===== src/rtl/ecm_pkg.sv =====
package ecm_pkg;

    localparam int MODE_W = 6;

    typedef enum logic [2:0] {
        ST_RESET   = 3'd0,
        ST_INIT    = 3'd1,
        ST_RUN     = 3'd2,
        ST_PDOWN   = 3'd3,
        ST_WAITRST = 3'd4
    } seq_state_e;

    // Field order gives bit0 = cclip ... bit5 = howl_n
    typedef struct packed {
        logic howl_n;
        logic gain;
        logic att_n;
        logic freeze;
        logic thru;
        logic cclip;
    } mode_t;

    localparam mode_t MODE_RST = '{howl_n: 1'b1, gain: 1'b0, att_n: 1'b1,
                                   freeze: 1'b0, thru: 1'b0, cclip: 1'b0};

    function automatic mode_t slave_force(input mode_t m);
        mode_t r;
        r      = '0;
        r.thru = m.thru;
        return r;
    endfunction

endpackage


===== src/rtl/ecm_fall_det.sv =====
module ecm_fall_det #(
    parameter logic IDLE_LEVEL = 1'b1
) (
    input  logic clk,
    input  logic rst_n,
    input  logic sig_i,
    output logic fall_o
);

    typedef struct packed {
        logic prev;
    } fd_state_t;

    fd_state_t fd_d, fd_q;

    always_comb begin
        fd_d      = fd_q;
        fd_d.prev = sig_i;
    end

    always_ff @(posedge clk or negedge rst_n) begin
        if (!rst_n) begin
            fd_q.prev <= IDLE_LEVEL;
        end else begin
            fd_q <= fd_d;
        end
    end

    assign fall_o = fd_q.prev & ~sig_i;

endmodule


===== src/rtl/ecm_blank_timer.sv =====
module ecm_blank_timer #(
    parameter int unsigned CYCLES = 1920000
) (
    input  logic clk,
    input  logic rst_n,
    input  logic clear_i,
    input  logic count_en_i,
    output logic expired_o
);

    localparam int CW = $clog2(CYCLES + 1);
    localparam logic [CW-1:0] LIMIT = CW'(CYCLES);

    typedef struct packed {
        logic [CW-1:0] cnt;
    } bt_state_t;

    bt_state_t bt_d, bt_q;

    assign expired_o = (bt_q.cnt == LIMIT);

    always_comb begin
        bt_d = bt_q;
        if (clear_i) begin
            bt_d.cnt = '0;
        end else if (count_en_i && !expired_o) begin
            bt_d.cnt = bt_q.cnt + 1'b1;
        end
    end

    always_ff @(posedge clk or negedge rst_n) begin
        if (!rst_n) begin
            bt_q.cnt <= '0;
        end else begin
            bt_q <= bt_d;
        end
    end

endmodule


===== src/rtl/ecm_mode_reg.sv =====
module ecm_mode_reg
    import ecm_pkg::*;
(
    input  logic              clk,
    input  logic              rst_n,
    input  logic              load_i,
    input  logic              slave_i,
    input  logic [MODE_W-1:0] pins_i,
    output mode_t             mode_o
);

    typedef struct packed {
        mode_t mode;
    } mr_state_t;

    mr_state_t mr_d, mr_q;
    mode_t     pins_m;

    assign pins_m = mode_t'(pins_i);

    always_comb begin
        mr_d = mr_q;
        if (load_i) begin
            mr_d.mode = slave_i ? slave_force(pins_m) : pins_m;
        end
    end

    always_ff @(posedge clk or negedge rst_n) begin
        if (!rst_n) begin
            mr_q.mode <= MODE_RST;
        end else begin
            mr_q <= mr_d;
        end
    end

    assign mode_o = mr_q.mode;

endmodule


===== src/rtl/ecm_mode_seq.sv =====
module ecm_mode_seq
    import ecm_pkg::*;
#(
    parameter int unsigned BLANK_CYCLES = 1920000
) (
    input  logic              clk,
    input  logic              rst_n,
    input  logic              pdn_n,
    input  logic              int_n,
    input  logic              is_slave,
    input  logic [MODE_W-1:0] mode_pins,
    input  logic              core_done,
    output logic [MODE_W-1:0] mode_o,
    output logic              proc_start,
    output logic              eoc,
    output logic              pins_oe,
    output logic              flags_force,
    output logic              genclk_en
);

    typedef struct packed {
        seq_state_e state;
        logic       start;
        logic       eoc;
    } sq_state_t;

    sq_state_t  sq_d, sq_q;
    seq_state_e state_q;
    logic       int_fall;
    logic       blank_done;
    logic       latch_now;
    logic       blank_clr;
    mode_t      mode_cur;

    ecm_fall_det #(.IDLE_LEVEL(1'b1)) u_fall (
        .clk    (clk),
        .rst_n  (rst_n),
        .sig_i  (int_n),
        .fall_o (int_fall)
    );

    ecm_blank_timer #(.CYCLES(BLANK_CYCLES)) u_blank (
        .clk        (clk),
        .rst_n      (rst_n),
        .clear_i    (blank_clr),
        .count_en_i (sq_q.state == ST_INIT),
        .expired_o  (blank_done)
    );

    ecm_mode_reg u_mode (
        .clk     (clk),
        .rst_n   (rst_n),
        .load_i  (latch_now),
        .slave_i (is_slave),
        .pins_i  (mode_pins),
        .mode_o  (mode_cur)
    );

    always_comb begin
        sq_d       = sq_q;
        sq_d.start = 1'b0;
        sq_d.eoc   = 1'b0;
        latch_now  = 1'b0;
        blank_clr  = 1'b0;
        case (sq_q.state)
            ST_RESET: begin
                if (!pdn_n) begin
                    sq_d.state = ST_PDOWN;
                end else begin
                    latch_now  = 1'b1;
                    blank_clr  = 1'b1;
                    sq_d.state = ST_INIT;
                end
            end
            ST_INIT: begin
                if (!pdn_n) begin
                    sq_d.state = ST_PDOWN;
                end else if (blank_done) begin
                    sq_d.state = ST_RUN;
                end
            end
            ST_RUN: begin
                if (!pdn_n) begin
                    sq_d.state = ST_PDOWN;
                end else begin
                    if (int_fall) begin
                        latch_now  = 1'b1;
                        sq_d.start = 1'b1;
                    end
                    sq_d.eoc = core_done;
                end
            end
            ST_PDOWN: begin
                if (pdn_n) begin
                    sq_d.state = ST_WAITRST;
                end
            end
            ST_WAITRST: begin
                if (!pdn_n) begin
                    sq_d.state = ST_PDOWN;
                end
            end
            default: begin
                sq_d.state = ST_RESET;
            end
        endcase
    end

    always_ff @(posedge clk or negedge rst_n) begin
        if (!rst_n) begin
            sq_q.state <= ST_RESET;
            sq_q.start <= 1'b0;
            sq_q.eoc   <= 1'b0;
        end else begin
            sq_q <= sq_d;
        end
    end

    assign state_q     = sq_q.state;
    assign mode_o      = mode_cur;
    assign proc_start  = sq_q.start;
    assign eoc         = sq_q.eoc;
    assign pins_oe     = (sq_q.state == ST_INIT) || (sq_q.state == ST_RUN);
    assign flags_force = (sq_q.state == ST_RESET) || (sq_q.state == ST_PDOWN)
                      || (sq_q.state == ST_WAITRST);
    assign genclk_en   = (sq_q.state != ST_PDOWN);

endmodule


===== config.mk =====
export PLATFORM = sky130hd
export DESIGN_NAME = ecm_mode_seq
export DESIGN_NICKNAME = d
export VERILOG_FILES = /design/src/rtl/ecm_pkg.sv /design/src/rtl/ecm_fall_det.sv /design/src/rtl/ecm_blank_timer.sv /design/src/rtl/ecm_mode_reg.sv /design/src/rtl/ecm_mode_seq.sv
export SDC_FILE = /design/constraint.sdc
export NUM_CORES = 1
export LEC_CHECK = 0
export ABC_AREA = 1
export ABC_CLOCK_PERIOD_IN_PS = 1400
export BUFFER_PORTS_ARGS = -buffer_cell sky130_fd_sc_hd__buf_2
export CAP_MARGIN = 10
export CORE_ASPECT_RATIO = 1.2
export CORE_MARGIN = 1.5
export CORE_UTILIZATION = 55
export CTS_BUF_LIST = sky130_fd_sc_hd__clkbuf_4 sky130_fd_sc_hd__clkbuf_8
export DETAILED_ROUTE_END_ITERATION = 16
export GPL_TIMING_DRIVEN = 1
export PLACE_DENSITY = 0.79
export SYNTH_ARGS = -nofsm -noshare
export SYNTH_HDL_FRONTEND = slang
export SYNTH_SLANG_ARGS = --single-unit

===== constraint.sdc =====
create_clock -name clk -period 1.4 [get_ports clk]
set_clock_uncertainty 0.1 [all_clocks]
set_input_delay 0.28 -clock clk [delete_from_list [all_inputs] [get_ports clk]]
set_output_delay 0.28 -clock clk [all_outputs]
set_load 0.05 [all_outputs]

==> metrics.txt <==
status finished, violations left; violated checks negative setup slack; Hold Fails Final Rpt 0; DP Area 2570 um^2; synth unique cells 26; reg2reg path depth 8; number of port buffers 22; CP Class reg -> reg; DR vias/cell 6.58; Routed WL per cell 23.4 um; net count after synthesis 302; Die X 58.6 um; Starting Density 56.5%; Remaining DRCs 0; dominant cell type by area after synthesis dfrtp_1; YS warnings 0; chip height 69.7 um; most frequent cells in the layout nand2_1 (73), buf_4 (54), nor2_1 (39); DRT iter0 DRCs 423; FILL cells 124; final std cells w/o fill 422; all-layer global routing usage 36.4%; largest net degree at the start of global routing 19; area of the multi-input gates 1450 um^2; gr ovfl total 0; Critical Path RT 1.50 ns; Num CTS Buffers 5; Max rail drop VDD 2270 uV; Startpoint Class flip-flop; commonest non-fill, non-tap cell in the layout nand2_1; switching pwr 3.85 mW; RSZ-0062 raised after global routing yes; worst slew pin tran 0.400 ns; Placed Cells 393; Final Critical Period 1.83 ns; drt total wl 9890 um; Netlist Area Pre-Place 2040 um^2; synth top area cells dfrtp_1 (37%), nand2_1 (20%), nor2_1 (8.1%), nand3_1 (7.9%), xor2_1 (6.0%); final setup margin -0.432 ns; num ports 23; Clock Tree Buf Depth 2; Seq/Total Area, Yosys 40.7%; Reg clk slew, reported paths 0.08 ns; area occupied by registers 835 um^2; final setup TNS -10.05 ns; period utilization 131%; die area 4080 um^2; Worst Setup End Kind flip-flop; Clk Tree Root Cell clkbuf_8; Overall Power 7.65 mW; Peak Freq 546 MHz; dpl hpwl 3650 um; number of diodes 0; Cell Int Power 3.81 mW; # clock sinks 33; worst endpoint data arrival time 1.93 ns; hold path cells 3; Finish-stage setup viols 35; max cap viols 0; area delta synth->final 63.5%; syn avg cell area 7.07 um^2; top cell type's share of synthesized area 36.9%; Hold/Removal Path Class in -> reg; CTS tree yes; core region area 3600 um^2; CP max FO 3; vias 2775; Worst-Skew Late Latency 0.30 ns; number of global-route vias before repair 2388; H-tree depth 2; Sw Share 50.2%; Hold Startpoint mode_pins[5]; Critical R2R Capture u_blank.bt_q[19]; Post-Syn Instances 288; power per cell area 2300 nW/um^2; Final Slew Violations 0; Routed Antenna Nets 0; Final #Nets 396; hold endpoint u_mode.mode_o[5]; initial antenna violation count 0; Leak 1.69 nW; share of cells above drive strength 1 50.7%; RR Startpoint u_blank.bt_q[7]; sequential share of power 20.4%; Gate power share 66.6%; clock share of power 13.0%; global-route wire length before repair 11000 um; gpl congestion 0.867; first drt pass iteration count 6; FF+latch count, synth 33; Slew HR 73.4%; worst-case register-to-register setup slack -0.43 ns; Rows 24; design area 3330 um^2; Final Util 92.4%
[cell usage after synthesis, drive strengths merged]
library cell and number:
buf 4, dfrtp 30, dfstp 3, ha 2, inv 24, mux2 1
nand2 114, nand3 33, nand4 6, nor2 48, nor3 2, o211ai 2
o21ai 5, xor2 14
[power by group through the flow]
stage | combinational (mW) | sequential, mW | clock [mW]
detailed placement | 2.80 | 1.44 | 0
global placement | 2.74 | 1.43 | 0
CTS | 3.86 | 1.45 | 0.974
finish | 5.10 | 1.56 | 0.996
global route | 5.26 | 1.56 | 1.02
floorplan | 1.68 | 1.74 | 0
[worst max-delay path, cell delays in order (launching register included)]
cell	delay, ns
dfrtp_1	0.38
buf_4	0.15
nand2_1	0.09
nor2_1	0.31
nand2_1	0.11
nor2_1	0.23
nand3_1	0.15
nand4_1	0.14
nand2_2	0.05
[kinds of logic (layout without fill, tap and decap cells)]
logic type / after synthesis / count (layout) / share of synthesized area (%)
buffers and inverters: 28 / 122 / 6.57
flip-flops: 33 / 33 / 40.7
AND/OR/NAND/NOR: 203 / 204 / 42.9
multiplexers: 1 / 1 / 0.553
XOR/XNOR: 14 / 14 / 6.02
AO/OA/AOI/OAI: 7 / 7 / 1.97
adder cells (fa/ha/maj): 2 / 2 / 1.23
[layer usage]
| layer | track usage (%) | routed length (um) |
|---|---|---|
| met1 | 40.3 | 3120 |
| met2 | 61.2 | 4580 |
| met3 | 8.02 | 1170 |
| met4 | 22.5 | 1020 |
| met5 | 0 | 0 |
[metrics by stage]
stage	hold WS, ns	setup slack [ns]
6_report	0.0991	-0.432
5_1_grt	0.106	-0.464
4_1_cts	0.0875	-0.227
3_5_place_dp	0.117	-0.199
3_3_place_gp	0.120	-0.148
2_1_floorplan	-0.116	-0.121
[repair_timing]
item	in CTS	in global routing
hold endpoints to repair	13	0
setup buffers	7	8
gates cloned	4	0
setup endpoints to repair	30	35
pin swaps	16	21
resized for setup	64	60
hold buffers	2	0
[how the worst max path moves through the flow]
stage                                from          endpoint  slack (ns)  cells past startpoint
after global placement    u_blank.bt_q[1]   u_blank.bt_q[5]       -0.15                     10
after detailed placement  u_blank.bt_q[1]  u_blank.bt_q[17]       -0.20                     10
after floorplan           u_blank.bt_q[0]   u_blank.bt_q[5]       -0.12                     10
after global routing      u_blank.bt_q[0]   u_blank.bt_q[3]       -0.46                      8
after CTS                      state_q[2]       flags_force       -0.23                      5
final                     u_blank.bt_q[7]  u_blank.bt_q[19]       -0.43                      8
[sequential cells by signal, indices dropped and copies added (netlist names)]
register / flops
u_blank.bt_q: 21
u_mode.mode_o: 6
state_q: 3
eoc: 1
proc_start: 1
u_fall.fd_q: 1
[layout make-up]
class	instances	area share, %
Tap cell	39	1.47
Clock buffer	7	2.71
Multi-Input combinational cell	228	43.6
Sequential cell	33	25.1
Timing Repair Buffer	87	21.6
Timing Repair inverter	3	1.09
Clock inverter	1	0.902
Inverter	24	3.61
(Power assumes the default switching activity.)
